$ cat src/rtl/p3_pkg.sv
package p3_pkg;
    localparam int XLEN    = 32;
    localparam int RIDX_W  = 5;
    localparam int NREGS   = 1 << RIDX_W;
    localparam int OP_W    = 6;
    localparam int IMM_W   = 16;
    localparam int TGT_W   = 26;
    localparam logic [RIDX_W-1:0] LINK_REG = RIDX_W'(NREGS - 1);

    localparam logic [OP_W-1:0] OPC_REG  = 6'h00;
    localparam logic [OP_W-1:0] OPC_JAL  = 6'h03;
    localparam logic [OP_W-1:0] OPC_BEQ  = 6'h04;
    localparam logic [OP_W-1:0] OPC_ADDI = 6'h08;
    localparam logic [OP_W-1:0] OPC_LW   = 6'h23;
    localparam logic [OP_W-1:0] OPC_SW   = 6'h2B;
    localparam logic [5:0]      FN_ADD   = 6'h20;

    typedef enum logic [1:0] {
        EXK_NONE  = 2'd0,
        EXK_ARITH = 2'd1,
        EXK_LOAD  = 2'd2,
        EXK_STORE = 2'd3
    } exk_e;

    typedef struct packed {
        logic              valid;
        exk_e              kind;
        logic [RIDX_W-1:0] dst;
        logic [XLEN-1:0]   opa;
        logic [XLEN-1:0]   opb;
        logic [XLEN-1:0]   sdata;
    } exstage_t;

    typedef struct packed {
        logic              en;
        logic [RIDX_W-1:0] idx;
        logic [XLEN-1:0]   data;
    } wport_t;

    function automatic logic [XLEN-1:0] sext_imm(input logic [IMM_W-1:0] v);
        return {{(XLEN-IMM_W){v[IMM_W-1]}}, v};
    endfunction
endpackage

$ cat src/rtl/p3_fetch.sv
module p3_fetch
    import p3_pkg::*;
#(
    parameter logic [XLEN-1:0] RESET_PC = '0
) (
    input  logic            clk,
    input  logic            rst,
    input  logic            redirect,
    input  logic [XLEN-1:0] target,
    output logic [XLEN-1:0] pc,
    output logic            dec_valid,
    output logic [XLEN-1:0] dec_pc
);
    localparam logic [XLEN-1:0] STEP = XLEN'(4);

    always_ff @(posedge clk) begin
        if (rst) begin
            pc        <= RESET_PC;
            dec_valid <= 1'b0;
            dec_pc    <= RESET_PC;
        end else begin
            pc        <= redirect ? target : pc + STEP;
            dec_valid <= 1'b1;
            dec_pc    <= pc;
        end
    end
endmodule

$ cat src/rtl/p3_regfile.sv
module p3_regfile
    import p3_pkg::*;
#(
    parameter int NRD = 2
) (
    input  logic                           clk,
    input  logic [NRD-1:0][RIDX_W-1:0]     raddr,
    output logic [NRD-1:0][XLEN-1:0]       rdata,
    input  wport_t                         wr_new,
    input  wport_t                         wr_old
);
    logic [XLEN-1:0] regs [NREGS];

    // wr_new belongs to the younger instruction, so it is applied last
    always_ff @(posedge clk) begin
        if (wr_old.en && wr_old.idx != '0) regs[wr_old.idx] <= wr_old.data;
        if (wr_new.en && wr_new.idx != '0) regs[wr_new.idx] <= wr_new.data;
    end

    for (genvar p = 0; p < NRD; p++) begin : g_rd
        logic [XLEN-1:0] val;
        always_comb begin
            if (raddr[p] == '0)
                val = '0;
            else if (wr_new.en && wr_new.idx == raddr[p])
                val = wr_new.data;
            else if (wr_old.en && wr_old.idx == raddr[p])
                val = wr_old.data;
            else
                val = regs[raddr[p]];
        end
        assign rdata[p] = val;
    end
endmodule

$ cat src/rtl/p3_decode.sv
module p3_decode
    import p3_pkg::*;
(
    input  logic                  dec_valid,
    input  logic [XLEN-1:0]       dec_pc,
    input  logic [XLEN-1:0]       instr,
    output logic [1:0][RIDX_W-1:0] src_idx,
    input  logic [1:0][XLEN-1:0]  src_val,
    output logic                  redirect,
    output logic [XLEN-1:0]       target,
    output exstage_t              ex_next
);
    logic [OP_W-1:0]   opc;
    logic [RIDX_W-1:0] f_rs, f_rt, f_rd;
    logic [XLEN-1:0]   imm, slot_pc;

    assign opc     = instr[31:26];
    assign f_rs    = instr[25:21];
    assign f_rt    = instr[20:16];
    assign f_rd    = instr[15:11];
    assign imm     = sext_imm(instr[IMM_W-1:0]);
    assign slot_pc = dec_pc + XLEN'(4);
    assign src_idx = {f_rt, f_rs};

    always_comb begin
        ex_next  = '0;
        redirect = 1'b0;
        target   = slot_pc + (imm << 2);
        if (dec_valid) begin
            case (opc)
                OPC_ADDI: begin
                    ex_next.valid = 1'b1;
                    ex_next.kind  = EXK_ARITH;
                    ex_next.dst   = f_rt;
                    ex_next.opa   = src_val[0];
                    ex_next.opb   = imm;
                end
                OPC_REG: begin
                    if (instr[5:0] == FN_ADD) begin
                        ex_next.valid = 1'b1;
                        ex_next.kind  = EXK_ARITH;
                        ex_next.dst   = f_rd;
                        ex_next.opa   = src_val[0];
                        ex_next.opb   = src_val[1];
                    end
                end
                OPC_LW: begin
                    ex_next.valid = 1'b1;
                    ex_next.kind  = EXK_LOAD;
                    ex_next.dst   = f_rt;
                    ex_next.opa   = src_val[0];
                    ex_next.opb   = imm;
                end
                OPC_SW: begin
                    ex_next.valid = 1'b1;
                    ex_next.kind  = EXK_STORE;
                    ex_next.opa   = src_val[0];
                    ex_next.opb   = imm;
                    ex_next.sdata = src_val[1];
                end
                OPC_BEQ: begin
                    redirect = (src_val[0] == src_val[1]);
                end
                OPC_JAL: begin
                    redirect      = 1'b1;
                    target        = {slot_pc[XLEN-1:XLEN-4], instr[TGT_W-1:0], 2'b00};
                    ex_next.valid = 1'b1;
                    ex_next.kind  = EXK_ARITH;
                    ex_next.dst   = LINK_REG;
                    ex_next.opa   = dec_pc + XLEN'(8);
                end
                default: ;
            endcase
        end
    end
endmodule

$ cat src/rtl/p3_execute.sv
module p3_execute
    import p3_pkg::*;
(
    input  logic            clk,
    input  logic            rst,
    input  exstage_t        ex_next,
    output logic [XLEN-1:0] dmem_addr,
    output logic [XLEN-1:0] dmem_wdata,
    output logic            dmem_we,
    output logic            dmem_re,
    input  logic [XLEN-1:0] dmem_rdata,
    output wport_t          wr_new,
    output wport_t          wr_old
);
    exstage_t          ex;
    logic              ld_pend;
    logic [RIDX_W-1:0] ld_dst;
    logic [XLEN-1:0]   sum;

    always_ff @(posedge clk) begin
        if (rst) ex <= '0;
        else     ex <= ex_next;
    end

    assign sum        = ex.opa + ex.opb;
    assign dmem_addr  = sum;
    assign dmem_wdata = ex.sdata;
    assign dmem_we    = ex.valid && ex.kind == EXK_STORE;
    assign dmem_re    = ex.valid && ex.kind == EXK_LOAD;

    assign wr_new.en   = ex.valid && ex.kind == EXK_ARITH && ex.dst != '0;
    assign wr_new.idx  = ex.dst;
    assign wr_new.data = sum;

    always_ff @(posedge clk) begin
        if (rst) begin
            ld_pend <= 1'b0;
            ld_dst  <= '0;
        end else begin
            ld_pend <= dmem_re && ex.dst != '0;
            ld_dst  <= ex.dst;
        end
    end

    assign wr_old.en   = ld_pend;
    assign wr_old.idx  = ld_dst;
    assign wr_old.data = dmem_rdata;
endmodule

$ cat src/rtl/pipe3_core.sv
module pipe3_core
    import p3_pkg::*;
#(
    parameter logic [XLEN-1:0] RESET_PC = '0
) (
    input  logic            clk,
    input  logic            rst,
    output logic [XLEN-1:0] imem_addr,
    input  logic [XLEN-1:0] imem_rdata,
    output logic [XLEN-1:0] dmem_addr,
    output logic [XLEN-1:0] dmem_wdata,
    output logic            dmem_we,
    output logic            dmem_re,
    input  logic [XLEN-1:0] dmem_rdata
);
    logic                   redirect;
    logic [XLEN-1:0]        target;
    logic                   dec_valid;
    logic [XLEN-1:0]        dec_pc;
    logic [1:0][RIDX_W-1:0] src_idx;
    logic [1:0][XLEN-1:0]   src_val;
    exstage_t               ex_next;
    wport_t                 wr_new, wr_old;

    p3_fetch #(.RESET_PC(RESET_PC)) u_fetch (
        .clk(clk), .rst(rst), .redirect(redirect), .target(target),
        .pc(imem_addr), .dec_valid(dec_valid), .dec_pc(dec_pc)
    );

    p3_regfile #(.NRD(2)) u_rf (
        .clk(clk), .raddr(src_idx), .rdata(src_val),
        .wr_new(wr_new), .wr_old(wr_old)
    );

    p3_decode u_dec (
        .dec_valid(dec_valid), .dec_pc(dec_pc), .instr(imem_rdata),
        .src_idx(src_idx), .src_val(src_val),
        .redirect(redirect), .target(target), .ex_next(ex_next)
    );

    p3_execute u_ex (
        .clk(clk), .rst(rst), .ex_next(ex_next),
        .dmem_addr(dmem_addr), .dmem_wdata(dmem_wdata),
        .dmem_we(dmem_we), .dmem_re(dmem_re), .dmem_rdata(dmem_rdata),
        .wr_new(wr_new), .wr_old(wr_old)
    );
endmodule

$ cat config.mk
export PLATFORM = sky130hd
export DESIGN_NAME = pipe3_core
export DESIGN_NICKNAME = d
export VERILOG_FILES = /design/src/rtl/p3_pkg.sv /design/src/rtl/p3_fetch.sv /design/src/rtl/p3_regfile.sv /design/src/rtl/p3_decode.sv /design/src/rtl/p3_execute.sv /design/src/rtl/pipe3_core.sv
export SDC_FILE = /design/constraint.sdc
export NUM_CORES = 2
export LEC_CHECK = 0
export BUFFER_PORTS_ARGS = -buffer_cell sky130_fd_sc_hd__clkbuf_2
export CAP_MARGIN = 20
export CELL_PAD_IN_SITES_DETAIL_PLACEMENT = 1
export CELL_PAD_IN_SITES_GLOBAL_PLACEMENT = 2
export CORE_AREA = 2 2 415 417
export DETAILED_ROUTE_END_ITERATION = 7
export DIE_AREA = 0 0 417 419
export PLACE_DENSITY = 0.87
export SYNTH_ARGS = -nofsm -noshare
export SYNTH_HDL_FRONTEND = slang
export SYNTH_SLANG_ARGS = --single-unit
$ cat constraint.sdc
create_clock -name clk -period 7.6 [get_ports clk]
set_input_delay 1.52 -clock clk [delete_from_list [all_inputs] [get_ports clk]]
set_output_delay 1.52 -clock clk [all_outputs]
set_load 0.01 [all_outputs]
==> results.sh <==
export IMPL_core_um2=171000
export IMPL_stdcell_count=8637
export IMPL_yosysSeqAreaShare_pct=48.1
export IMPL_powerDensity_nw_per_um2=197
export IMPL_ys_flop_type="edfxtp_1"
export IMPL_critPathKind="input port to flop"
export IMPL_row_count=152
export IMPL_m1WireLength_um=108000
export IMPL_drt_pass1_iterations=6
export IMPL_grt_pass1_vias=60722
export IMPL_finalMaxSlewViolations=1
export IMPL_grt_start_max_net_pins=84
export IMPL_finalHoldViolations=0
export IMPL_post_dp_hpwl_um=203000
export IMPL_root_buffer="clkbuf_16"
export IMPL_setup_violations_final=0
export IMPL_path_clk_slew_ps=60
export IMPL_setup_ws_ps=826
export IMPL_dp_slack_ps=318
export IMPL_cts_tree="yes"
export IMPL_synthMuxAreaShare_pct=19.4
export IMPL_synthAdderAreaFrac_pct=1.16
export IMPL_crit_arrival_ps=7500
export IMPL_syn_inst=6430
export IMPL_hold_depth=1
export IMPL_wl_per_cell_um=37.1
export IMPL_vias=60641
export IMPL_layout_drive_gt1_share_pct=20.6
export IMPL_wirelength_um=321000
export IMPL_antenna_found_initial=28
export IMPL_cts_hold_buf=0
export IMPL_cts_sink_count=1199
export IMPL_syn_area_um2=71100
export IMPL_setup_tns_ps=0
export IMPL_crit_path_start_kind="input port"
export IMPL_wl_met2_um=139000
export IMPL_r2r_start="u_ex.ex[32]"
export IMPL_grt_pass1_wl_um=449000
export IMPL_drc=0
export IMPL_clock_path_buffers=3
export IMPL_cpPeakStageDelay_ps=1010
export IMPL_worstPathMaxFanout=46
export IMPL_required_ps=8330
export IMPL_cts_resized=0
export IMPL_synth_area_per_cell_um2=11.1
export IMPL_async_reset_ff_share_pct=0
export IMPL_post_cts_setup_buffer_count=0
export IMPL_synth_seq_cells=1199
export IMPL_r2r_slack_ps=1190
export IMPL_gp_congestion=0.968
export IMPL_dieArea_um2=175000
export IMPL_synth_xor_area_share_pct=2.28
export IMPL_fin_skew_ps=43.7
export IMPL_die_w_um=417
export IMPL_drt_iter0_drc=9425
export IMPL_power_total_mw=15.6
export IMPL_synth_compound_area_share_pct=12.9
export IMPL_cp_slowest_cell="a221oi_1"
export IMPL_highest_layer="met5"
export IMPL_ys_warnings_count=0
export IMPL_worst_pin_slew_ps=1520
export IMPL_grt_total_usage_pct=36.2
export IMPL_area_growth_pct=11.1
export IMPL_ir_drop_mv=0.257
export IMPL_nFillCells=18129
export IMPL_r2r_cells=19
export IMPL_holdCritPathClass="flop to flop"
export IMPL_dp_cells=8370
export IMPL_hold_path_startpoint="u_fetch.pc[1]"
export IMPL_dr_wl_met3_um=45600
export IMPL_rsz0062_at_grt="no"
export IMPL_drv_cap=0
export IMPL_grt_ovfl_total=0
export IMPL_ys_types=95
export IMPL_slew_headroom_pct=-1.25
export IMPL_initial_core_util_pct=41.7
export IMPL_status="complete, but fails checks"
export IMPL_violations="slew limit"
export IMPL_numCtsBuffers=140
export IMPL_portBuffers=163
export IMPL_synth_top_family_by_area="multiplexers"
export IMPL_die_y_um=419
export IMPL_worstSetupEndpointType="flop"
export IMPL_num_io_pins=164
export IMPL_max_freq_mhz=148
export IMPL_synthSimpleGateAreaFrac_pct=10.9
export IMPL_r2r_end="u_fetch.pc[3]"
export IMPL_path_cells="buf_8 -> buf_4 -> xnor2_1 -> nand4_1 -> nor2_4 -> a21oi_1 -> a221oi_1 -> a211oi_1 -> xor2_1 -> nand4b_1 -> or4_1 -> nor4_1 -> and4b_1 -> and3_1 -> nor2_1 -> buf_4 -> a221oi_1"
export IMPL_htree_num_levels=4
export IMPL_antenna_left=0
export IMPL_p_leak_nw=29.3
export IMPL_fin_nets=6412
export IMPL_insertion_delay_ps=830
export IMPL_period_share_pct=89.1
export IMPL_layout_commonest_cell="nand2_1"
export IMPL_vias_per_cell=7.02
export IMPL_period_minus_slack_ps=6770
export IMPL_synth_edf_count=1024
export IMPL_mostFrequentLayoutCells="1,137 x nand2_1, 1,024 x edfxtp_1, 1,014 x o21ai_0"
export IMPL_hold_end="u_fetch.dec_pc[1]"
-- kinds of logic (layout without fill, tap and decap cells) --
kind of cell,Yosys count,in the layout
muxes,759,759
xor gates and xnor gates,185,185
and+or+nand+nor,1809,1809
AOI/OAI and AO/OA,1599,1599
other,1,49
buffers and inverters,813,739
DFF,1199,1199
adders and majority gates,65,65
-- worst max-delay path: cells and delay by family --
kind / cells / cell delay (ps)
simple gates: 8 / 2700
compound gates: 4 / 1690
buf+inv: 3 / 1050
xor+xnor: 2 / 460
-- area by class of cell --
cell class	instances	area, um^2	share of cell area [%]
Multi-Input combinational cell	4449	34100	43.2
Clock buffer	171	3760	4.75
Timing Repair Buffer	429	3200	4.04
Sequential cell	1199	34300	43.3
Tap cell	2233	2790	3.53
Inverter	62	233	0.294
Clock inverter	77	659	0.834
Antenna cell	17	42.5	0.0538
-- stage by stage --
step	utilization [%]	hold WS, ps	area, um^2
after floorplan	-	454	71300
after global placement	43.6	474	74500
after detailed placement	43.7	490	74600
after CTS	46.3	497	79000
after global routing	46.3	507	79000
final	46.3	494	79100
-- state kept, by name (all words and copies together), names as in the netlist --
signal             flops
u_rf.regs           1024
u_ex.ex               67
u_ex.ld_dst            5
u_fetch.dec_pc        32
u_ex.ld_pend           1
u_ex.wr_new            5
u_fetch.dec_valid      1
u_ex.dmem_wdata       32
u_fetch.pc            32
-- synthesized netlist by cell type, types with 55 or more instances --
cell      number  share of area [%]
dfxtp_1      175                4.9
a21oi_1      165                1.2
nor2b_1       77               0.68
nand3_1       88               0.62
xor2_1        87                1.1
mux2i_1      190                2.7
ha_1          63                1.1
nor2_1       230                1.2
mux2_2        79                1.3
edfxtp_1    1024                 43
nand2_1     1168                6.2
clkbuf_1     556                2.9
o21ai_0     1045                7.4
a22oi_1       62               0.65
mux4_2       488                 15
buf_2         55               0.39
buf_4         61               0.64
xnor2_1       98                1.2
inv_1         59               0.31
-- metal layers --
metal / track usage [%] / vias up
met2: 54.1 / 5082
met3: 12.3 / 1470
met1: 43.4 / 30430
li1: - / 23635
met5: 1.19 / -
met4: 26.3 / 24
-- power by group --
part,total (mW),switching (mW),internal [mW]
sequential,7.16,0.0168,7.15
combinational,1.63,1.01,0.619
clock,6.78,2.93,3.85
total,15.6,3.96,11.6
-- worst max path at each step --
stage / endpoint / startpoint / slack, ps / cells after the start
CTS: dmem_addr[30] / u_ex.ex[32] / 860 / 14
global placement: u_fetch.pc[3] / imem_rdata[16] / 340 / 16
floorplan: u_fetch.pc[28] / imem_rdata[17] / 1830 / 19
detailed placement: u_fetch.pc[3] / imem_rdata[16] / 320 / 16
global route: u_fetch.pc[12] / imem_rdata[16] / 630 / 16
finish: u_fetch.pc[12] / imem_rdata[16] / 830 / 17
No activity file was read; power rests on OpenSTA's default activity.
